**src/rtl/ackpoll_pkg.sv**
```systemverilog
package ackpoll_pkg;

  typedef enum logic [1:0] {
    OP_START = 2'd0,
    OP_BYTE  = 2'd1,
    OP_STOP  = 2'd2
  } bus_op_e;

  typedef enum logic [2:0] {
    ST_IDLE  = 3'd0,
    ST_START = 3'd1,
    ST_ADDR  = 3'd2,
    ST_RETRY = 3'd3,
    ST_CLOSE = 3'd4
  } poll_state_e;

endpackage

```
**src/rtl/ackpoll_port.sv**
```systemverilog
module ackpoll_port
  import ackpoll_pkg::*;
#(
  parameter int DW = 8
) (
  input  logic          clk,
  input  logic          rst,
  input  logic          issue_i,
  input  bus_op_e       op_i,
  input  logic [DW-1:0] data_i,
  input  logic          bus_ack_i,
  input  logic          bus_nack_i,
  output logic          bus_req_o,
  output logic [1:0]    bus_op_o,
  output logic [DW-1:0] bus_data_o,
  output logic          fin_o,
  output logic          nack_o
);

  logic          req_q;
  bus_op_e       op_q;
  logic [DW-1:0] data_q;

  // a new request may overwrite the old one in the cycle it is acknowledged
  always_ff @(posedge clk) begin
    if (rst) begin
      req_q  <= 1'b0;
      op_q   <= OP_START;
      data_q <= '0;
    end else if (issue_i) begin
      req_q  <= 1'b1;
      op_q   <= op_i;
      data_q <= data_i;
    end else if (fin_o) begin
      req_q  <= 1'b0;
    end
  end

  assign bus_req_o  = req_q;
  assign bus_op_o   = op_q;
  assign bus_data_o = data_q;
  assign fin_o      = req_q & bus_ack_i;
  assign nack_o     = bus_nack_i;


  req_hold_chk: assert property (@(posedge clk) disable iff (rst)
    (bus_req_o && !bus_ack_i) |=> (bus_req_o && $stable(bus_op_o) && $stable(bus_data_o)));


  single_outstanding_chk: assert property (@(posedge clk) disable iff (rst)
    issue_i |-> (!bus_req_o || bus_ack_i));

endmodule

```
**src/rtl/ackpoll_tries.sv**
```systemverilog
module ackpoll_tries #(
  parameter int MAX_TRIES = 8
) (
  input  logic clk,
  input  logic rst,
  input  logic clr_i,
  input  logic inc_i,
  output logic last_o
);

  localparam int CW = $clog2(MAX_TRIES + 1);

  logic [CW-1:0] cnt_q;

  always_ff @(posedge clk) begin
    if (rst || clr_i) begin
      cnt_q <= '0;
    end else if (inc_i) begin
      cnt_q <= cnt_q + 1'b1;
    end
  end

  // true while the probe now in flight is the final one allowed
  assign last_o = (cnt_q == CW'(MAX_TRIES - 1));


  tries_bound_chk: assert property (@(posedge clk) disable iff (rst)
    cnt_q <= CW'(MAX_TRIES));

endmodule

```
**src/rtl/ackpoll_ctl.sv**
```systemverilog
module ackpoll_ctl
  import ackpoll_pkg::*;
#(
  parameter int AW = 7
) (
  input  logic          clk,
  input  logic          rst,
  input  logic          start_i,
  input  logic [AW-1:0] addr_i,
  input  logic          rw_i,
  input  logic          pend_i,
  input  logic          fin_i,
  input  logic          nack_i,
  input  logic          last_i,
  output logic          issue_o,
  output bus_op_e       op_o,
  output logic [AW:0]   data_o,
  output logic          clr_o,
  output logic          inc_o,
  output logic          busy_o,
  output logic          done_o,
  output logic          timeout_o
);

  localparam int DW = AW + 1;

  poll_state_e   state_q, state_d;
  logic [DW-1:0] probe_q;
  logic          done_q, done_d;
  logic          to_q, to_d;
  logic          take;

  assign take = (state_q == ST_IDLE) && start_i;

  always_comb begin
    state_d = state_q;
    issue_o = 1'b0;
    op_o    = OP_START;
    clr_o   = 1'b0;
    inc_o   = 1'b0;
    done_d  = 1'b0;
    to_d    = 1'b0;
    unique case (state_q)
      ST_IDLE: begin
        if (start_i) begin
          clr_o   = 1'b1;
          issue_o = 1'b1;
          op_o    = OP_START;
          state_d = ST_START;
        end
      end
      ST_START: begin
        if (fin_i) begin
          issue_o = 1'b1;
          op_o    = OP_BYTE;
          state_d = ST_ADDR;
        end
      end
      ST_ADDR: begin
        if (fin_i) begin
          inc_o = 1'b1;
          if (!nack_i) begin
            done_d = 1'b1;
            if (pend_i) begin
              state_d = ST_IDLE;
            end else begin
              issue_o = 1'b1;
              op_o    = OP_STOP;
              state_d = ST_CLOSE;
            end
          end else if (last_i) begin
            to_d    = 1'b1;
            issue_o = 1'b1;
            op_o    = OP_STOP;
            state_d = ST_CLOSE;
          end else begin
            issue_o = 1'b1;
            op_o    = OP_STOP;
            state_d = ST_RETRY;
          end
        end
      end
      ST_RETRY: begin
        if (fin_i) begin
          issue_o = 1'b1;
          op_o    = OP_START;
          state_d = ST_START;
        end
      end
      ST_CLOSE: begin
        if (fin_i) begin
          state_d = ST_IDLE;
        end
      end
      default: state_d = ST_IDLE;
    endcase
  end

  always_ff @(posedge clk) begin
    if (rst) begin
      state_q <= ST_IDLE;
      probe_q <= '0;
      done_q  <= 1'b0;
      to_q    <= 1'b0;
    end else begin
      state_q <= state_d;
      done_q  <= done_d;
      to_q    <= to_d;
      if (take) begin
        probe_q <= {addr_i, rw_i};
      end
    end
  end

  assign data_o    = probe_q;
  assign busy_o    = (state_q != ST_IDLE);
  assign done_o    = done_q;
  assign timeout_o = to_q;


  done_single_chk: assert property (@(posedge clk) disable iff (rst)
    done_o |=> !done_o);


  done_cause_chk: assert property (@(posedge clk) disable iff (rst)
    done_o |-> $past(fin_i && !nack_i));


  timeout_cause_chk: assert property (@(posedge clk) disable iff (rst)
    timeout_o |-> $past(fin_i && nack_i));


  done_vs_timeout_chk: assert property (@(posedge clk) disable iff (rst)
    !(done_o && timeout_o));

endmodule

```
**src/rtl/ackpoll_seq.sv**
```systemverilog
module ackpoll_seq
  import ackpoll_pkg::*;
#(
  parameter int AW        = 7,
  parameter int MAX_TRIES = 8
) (
  input  logic          clk,
  input  logic          rst,
  input  logic          start_i,
  input  logic [AW-1:0] dev_addr_i,
  input  logic          rw_i,
  input  logic          pend_i,
  output logic          bus_req_o,
  output logic [1:0]    bus_op_o,
  output logic [AW:0]   bus_data_o,
  input  logic          bus_ack_i,
  input  logic          bus_nack_i,
  output logic          busy_o,
  output logic          done_o,
  output logic          timeout_o
);

  localparam int DW = AW + 1;

  logic          issue;
  bus_op_e       op;
  logic [DW-1:0] data;
  logic          fin, nack, last, clr, inc;

  ackpoll_ctl #(.AW(AW)) u_ctl (
    .clk       (clk),
    .rst       (rst),
    .start_i   (start_i),
    .addr_i    (dev_addr_i),
    .rw_i      (rw_i),
    .pend_i    (pend_i),
    .fin_i     (fin),
    .nack_i    (nack),
    .last_i    (last),
    .issue_o   (issue),
    .op_o      (op),
    .data_o    (data),
    .clr_o     (clr),
    .inc_o     (inc),
    .busy_o    (busy_o),
    .done_o    (done_o),
    .timeout_o (timeout_o)
  );

  ackpoll_port #(.DW(DW)) u_port (
    .clk        (clk),
    .rst        (rst),
    .issue_i    (issue),
    .op_i       (op),
    .data_i     (data),
    .bus_ack_i  (bus_ack_i),
    .bus_nack_i (bus_nack_i),
    .bus_req_o  (bus_req_o),
    .bus_op_o   (bus_op_o),
    .bus_data_o (bus_data_o),
    .fin_o      (fin),
    .nack_o     (nack)
  );

  ackpoll_tries #(.MAX_TRIES(MAX_TRIES)) u_tries (
    .clk    (clk),
    .rst    (rst),
    .clr_i  (clr),
    .inc_i  (inc),
    .last_o (last)
  );


  idle_quiet_chk: assert property (@(posedge clk) disable iff (rst)
    !busy_o |-> !bus_req_o);

endmodule

```
**config.mk**
```make
export PLATFORM = sky130hd
export DESIGN_NAME = ackpoll_seq
export DESIGN_NICKNAME = d
export VERILOG_FILES = /design/src/rtl/ackpoll_pkg.sv /design/src/rtl/ackpoll_port.sv /design/src/rtl/ackpoll_tries.sv /design/src/rtl/ackpoll_ctl.sv /design/src/rtl/ackpoll_seq.sv
export SDC_FILE = /design/constraint.sdc
export NUM_CORES = 1
export LEC_CHECK = 0
export BUFFER_PORTS_ARGS = -buffer_cell sky130_fd_sc_hd__buf_2
export CORE_AREA = 5 5 53 55
export CTS_BUF_LIST = sky130_fd_sc_hd__clkbuf_16
export CTS_CLUSTER_SIZE = 8
export DETAILED_ROUTE_END_ITERATION = 12
export DIE_AREA = 0 0 58 60
export GPL_TIMING_DRIVEN = 0
export PLACE_DENSITY = 0.78
export SLEW_MARGIN = 15
export SYNTH_ARGS = -nofsm -noshare
export SYNTH_HDL_FRONTEND = slang
export SYNTH_SLANG_ARGS = --single-unit
```
**constraint.sdc**
```tcl
create_clock -name clk -period 3.5 [get_ports clk]
set_clock_uncertainty 0.2 [all_clocks]
set_input_delay 0.525 -clock clk [delete_from_list [all_inputs] [get_ports clk]]
set_output_delay 0.525 -clock clk [all_outputs]
set_load 0.02 [all_outputs]
```
After elaboration in Yosys (flattened, before gate mapping)
Index checks and enable logic that the tools add are counted.
{"block": "op_classes", "eq_ne": 10, "n_addsub": 1, "n_reduce_logical": 9, "n_mux": 26, "bitwise_logic": 4}
{"op": "3-bit 2-to-1 mux", "count": 8}
{"op": "3-bit one-hot mux with 5 select lines", "count": 1}
{"op": "1-bit 2-to-1 mux", "count": 12}
{"op": "2-bit inequality test (second input constant)", "count": 5}
{"op": "3-bit by 2-bit == test with 1-bit output (second input constant)", "count": 2}
{"op": "2-bit 2-to-1 mux", "count": 3}
{"op": "5-bit AND reduction", "count": 1}
{"op": "4-bit by 1-bit adder with 4-bit output (second input constant)", "count": 1}
{"op": "4-bit by 3-bit == test with 1-bit output (second input constant)", "count": 1}
{"op": "2-bit one-hot mux with 2 select lines", "count": 1}
{"op": "4-bit OR reduction", "count": 1}
{"op": "3-bit by 1-bit == test with 1-bit output (second input constant)", "count": 1}
{"op": "3-bit == test (second input constant)", "count": 1}
{"op": "3-bit zero test", "count": 1}
{"op": "1-bit NOT", "count": 3}
{"op": "1-bit one-hot mux with 3 select lines", "count": 1}
{"op": "3-bit nonzero test", "count": 1}
{"op": "3-bit OR reduction", "count": 1}
{"op": "2-bit nonzero test", "count": 1}
{"op": "2-bit OR reduction", "count": 1}
{"op": "1-bit AND", "count": 1}
{"op": "1-bit logical AND", "count": 1}
{"op": "1-bit logical OR", "count": 1}
{"block": "totals", "regBits": 28, "elab_cells": 58, "output_inout_bits": 14}

Longest topological paths before layout
{"block": "logic_depth", "ltp_word": 5, "ltp_mapped": 6}

Hierarchy
A second synthesis with hierarchy kept.
{"block": "unflattened", "cells_unflattened": 128, "hier_area_um2": 1151.1}
{"module": "ackpoll_ctl", "n_inst": 1, "area_per_inst_um2": 563.0, "cells_each": 71, "seq_area_each_um2": 260.2}
{"module": "ackpoll_port", "n_inst": 1, "area_per_inst_um2": 402.9, "cells_each": 38, "seq_area_each_um2": 220.2}
{"module": "ackpoll_tries", "n_inst": 1, "area_per_inst_um2": 185.2, "cells_each": 19, "seq_area_each_um2": 80.1}

Least setup slack after synthesis
OpenSTA, ideal clock, no wires.
{"block": "synth_timing", "path_kind": "input-to-reg", "startpoint": "input port start_i", "endpoint": "register u_port.op_q[0], in the netlist u_port.bus_op_o[0]", "n_path_buf": 1, "arrival_ns": 1.443, "required_time_ns": 3.184, "setup_slack_ns": 1.742, "path_stages": 5, "setup_ns": 0.116, "path_cell_list": "nor4b_4 -> a31oi_2 -> o21a_1 -> buf_6 -> a31o_1"}
{"block": "synth_between", "elab_chain_len": 2}
{"element": "start: declaration", "line": "ackpoll_seq.sv:9", "rtl": "input logic start_i,"}
{"element": "1-bit 2-to-1 mux", "line": "ackpoll_ctl.sv:45", "rtl": "if (start_i) begin"}
{"element": "1-bit one-hot mux with 3 select lines", "line": "ackpoll_ctl.sv:43", "rtl": "unique case (state_q)"}
{"element": "end signal: assignment", "line": "ackpoll_port.sv:32", "rtl": "op_q <= op_i;"}
{"element": "end: declaration", "line": "ackpoll_port.sv:21", "rtl": "bus_op_e op_q;"}
Every way passes these cells.
A chain may end at the register's enable or synchronous reset.

Final worst setup path
{"block": "layout_timing", "startpoint": "register u_ctl.state_q[1]", "endpoint": "output port busy_o"}
{"block": "layout_between", "elab_chain_len": 1}
{"element": "start: declaration", "line": "ackpoll_ctl.sv:27", "rtl": "poll_state_e state_q, state_d;"}
{"element": "start signal: assignment", "line": "ackpoll_ctl.sv:106", "rtl": "state_q <= state_d;"}
{"element": "3-bit nonzero test", "line": "ackpoll_ctl.sv:116", "rtl": "assign busy_o = (state_q != ST_IDLE);"}
{"element": "end: declaration", "line": "ackpoll_seq.sv:18", "rtl": "output logic busy_o,"}
Every way passes these cells.

==> impl_summary.txt <==
----------------------------------------------------
[Worst hold path]
  Hold-critical path depth ... 2
  Hold wc startpoint ... u_port.bus_data_o[7]
  Worst min-delay path category ... reg -> reg
  Worst Hold Endpoint ... u_port.bus_data_o[7]

[Power and ir drop]
  Internal power summed over all cells ... ~0.6 mW
  Clock share of power ... around 45%
  Switch share ... 21.1%
  Total power ... between 0.7 and 0.8 mW
  Power per cell area ... slightly above 500 nW/um^2
  Net switching component of the power ... 0.157 mW
  Lkg Pwr ... between 0.6 and 0.7 nW
  Gate power share ... between 10% and 20%
  Power share of the sequential group ... a little under half
  Max VDD drop ... approximately 290 uV

[Place]
  Weighted congestion reported at the end of routability-driven placement ... approximately 0.74
  Area after DPL ... 1340 sq um
  Port-buffer cells ... 26
  Inst Count DP ... ~190
  Half-perimeter wire length after placement ... about 1.8 mm

[STA]
  RSZ-0062 raised after global routing ... no
  Crit path time final ... around 2.1 ns
  # setup viols final ... 0
  Max Clk Rate ... approximately 0.47 GHz
  Final Max Tran Viols ... 0
  Final Hold Fails ... 0
  Portion of the clock cycle consumed by the worst path in the final layout ... 61.2%
  Max-slew headroom at the worst pin ... 63.4%
  Slew of the pin with the lowest slew margin ... approximately 0.55 ns
  Total negative slack for setup checks ... 0 ns

[Cells and area]
  Area added between synthesis and finish ... 23.3%
  Number of inserted filler cells in the final layout ... around 200
  Fraction of layout cells with a size suffix above 1 ... between 20% and 30%
  Final Cell Area ... roughly 1400 sq um
  Area of the multi-input gates ... about 550 sq um
  Layout net count ... about 180
  Antenna diode count ... 0
  Sequential cell area ... around 560 sq um
  Number of cells in the finished layout apart from fillers ... 191
  Commonest non-fill, non-tap cells in the layout ... 36 x nand2_1, 28 x dfxtp_1, 26 x buf_2, 9 x mux2i_1, 8 x a21oi_1
  Most common cell after layout, fill and taps aside ... nand2_1

[Synthesis]
  Combined area of all synthesized cells ... around 1200 sq um
  Area leader, netlist ... dfxtp_1
  Average footprint of a synthesized cell ... about 9 sq um
  Count of mapped cells out of synthesis ... 131
  Flop and latch count out of synthesis ... 28
  Share of the synthesized area in the top cell type ... 48.0%
  Synth top area cells ... dfxtp_1 48%, nand2_1 12%, mux2i_1 7.7%
  Share of the yosys chip area belonging to registers ... between 40% and 50%
  Post-synth net total ... between 100 and 150
  Yosys cell types ... 33
  Yosys warning total ... 0

[Floorplan]
  Die outline area ... around 3500 sq um
  Count of pins on the block boundary ... 28
  Die span in y ... approximately 60 um
  Initial core utilization ... around 50%
  Row count ... 18
  Width of the chip ... between 50 and 60 um
  Std-Cell Core Area ... ~2300 sq um

[Drt]
  Via density per instance ... slightly above 5
  Overall via count from detail_route ... roughly 960
  DRT iter0 DRCs ... 25
  DRC errors left ... 0
  Number of nets still failing antenna checks after routing ... 0
  Routed WL per cell ... approximately 12 um
  Total wirelength of the detailed-routed design ... between 2 and 2.5 mm
  Pre-Repair DR Iteration Count ... 4

[Status]
  Result of the run ... finished clean

[Clock tree]
  Number of H-tree levels ... 1
  Post-cts resize count ... 0
  TritonCTS clock tree ... yes
  Num CTS Buffers ... 3
  Setup fix buffers added after clock tree synthesis ... 0
  Number of clock sinks ... 28
  Clock Latency Late Sink ... 0.26 ns
  Root cell of the clock tree ... clkbuf_16
  Post-CTS Hold Fix Bufs ... 0
  Clock-pin slew on the worst setup and hold paths ... 0.07 ns
  Clock Path Buffers ... 2

[Global route]
  Number of antenna violations at the first check in global routing ... 0
  Wire length of the first global-routing pass ... 3.95 mm
  Total global-route track usage ... roughly 15%
  Largest net degree at the start of global routing ... 17
  Vias in the first global route ... between 900 and 1000
  Sum of overflow across all layers after global routing ... 0

[Setup path]
  Worst-path maximum fanout ... 10
  Launch instance of the worst register-to-register path ... u_ctl.state_q[2]
  CP Launch Type ... register
  Required time reported for the critical path endpoint ... around 2.8 ns
  CP cell instances ... clkbuf_1 -> or3_2 -> buf_2
  Family of cells with the greatest summed delay on the critical path ... simple AND/OR/NAND/NOR gates
  Path depth of the worst reg2reg path ... 6
  Reg-to-reg critical path endpoint ... u_port.bus_op_o[0]
  WS Path Type ... reg -> out
  Cell type of the slowest stage on the worst timing path ... or3_2
  Number of stages on the worst setup path ... 3
  Buf+Inv Stages, Crit Path ... 2
  Worst setup EP type ... output pin
  Slowest cell delay on critical path ... roughly 0.44 ns
  Register-to-register setup slack ... 1.62 ns
  Arrival @ worst endpoint ... between 1 and 1.5 ns

[Flow run]
  Max-cap violations ... 0

----------------------------------------------------
-- flip-flops by register name (all words and copies together), names as in the netlist --
register	cells
u_port.bus_req_o	1
u_ctl.done_o	1
u_tries.cnt_q	4
u_port.bus_op_o	2
u_ctl.state_q	3
u_ctl.timeout_o	1
u_port.bus_data_o	8
u_ctl.data_o	8
-- tightest hold or removal path, delay by kind of cell, from the launching register on --
kind             cells  cell delay (ns)
DFF                  1             0.31
and+or+nand+nor      1             0.05
muxes                1             0.05
-- cells in the mapped netlist --
library cell  number
a211oi_1           1
and3_1             1
buf_6              3
a31o_1             1
a21oi_1            8
nor2b_1            1
or3_2              1
nand3_1            3
o31a_1             1
nor3_1             2
mux2i_1            9
a31oi_2            1
o21ai_1            1
nand2_1           36
o21ai_0            1
clkbuf_1           5
a31oi_1            1
nand2b_1           1
inv_1              1
and2_1             2
a2bb2oi_1          1
or4_1              1
nor4b_4            1
a311oi_1           1
nand3b_1           3
dfxtp_1           28
nand4_1            2
ha_1               1
o21a_1             1
xor2_1             3
nor4b_1            1
nor2_1             7
clkinv_1           1
-- power groups by stage --
stage / Clock, mW / Sequential [mW] / Combinational, mW
after floorplan: 0 / 0.347 / 0.0484
after global placement: 0 / 0.343 / 0.0736
after detailed placement: 0 / 0.343 / 0.0757
after CTS: 0.337 / 0.336 / 0.0763
after global routing: 0.351 / 0.337 / 0.0841
final: 0.334 / 0.336 / 0.0755
-- through the flow --
step / setup WS, ns / util [%] / hold slack [ns]
finish: 1.36 / 61.5 / 0.255
global route: 1.29 / 61.5 / 0.269
CTS: 1.36 / 61.5 / 0.257
detailed placement: 1.48 / 57.1 / 0.248
global placement: 1.50 / 57.1 / 0.240
floorplan: 1.74 / - / 0.235
-- worst max path at each step --
stage | startpoint | endpoint | slack (ns)
floorplan | start_i | u_port.bus_op_o[0] | 1.74
global placement | start_i | u_port.bus_op_o[0] | 1.50
detailed placement | bus_ack_i | u_port.bus_data_o[2] | 1.48
CTS | u_ctl.state_q[1] | busy_o | 1.36
global route | u_ctl.state_q[1] | busy_o | 1.29
finish | u_ctl.state_q[1] | busy_o | 1.36
-- layer usage --
metal	track usage [%]	part of all wire, %	up-vias
li1	-	-	503
met1	15.5	41	432
met2	27.9	52	26
met3	3.67	6.2	2
met4	5.63	0.56	0
met5	0	0	-
-- kinds of logic after synthesis --
| logic type | synth area share, % |
|---|---|
| xor+xnor | 2.25 |
| buf+inv | 5.14 |
| simple gates | 25.7 |
| flops | 48.0 |
| fa+ha+maj | 1.07 |
| mux | 7.71 |
| compound gates | 10.2 |
-- layout make-up --
type                       count  area share [%]
tap                           30            2.60
buffer                         8            3.65
multi-input combinational     93            38.0
clock inverter                 1            2.08
timing repair buffer          26            9.03
clock buffer                   3            5.21
sequential                    28            38.9
inverter                       2           0.521
No activity file was read; power rests on OpenSTA's default activity.
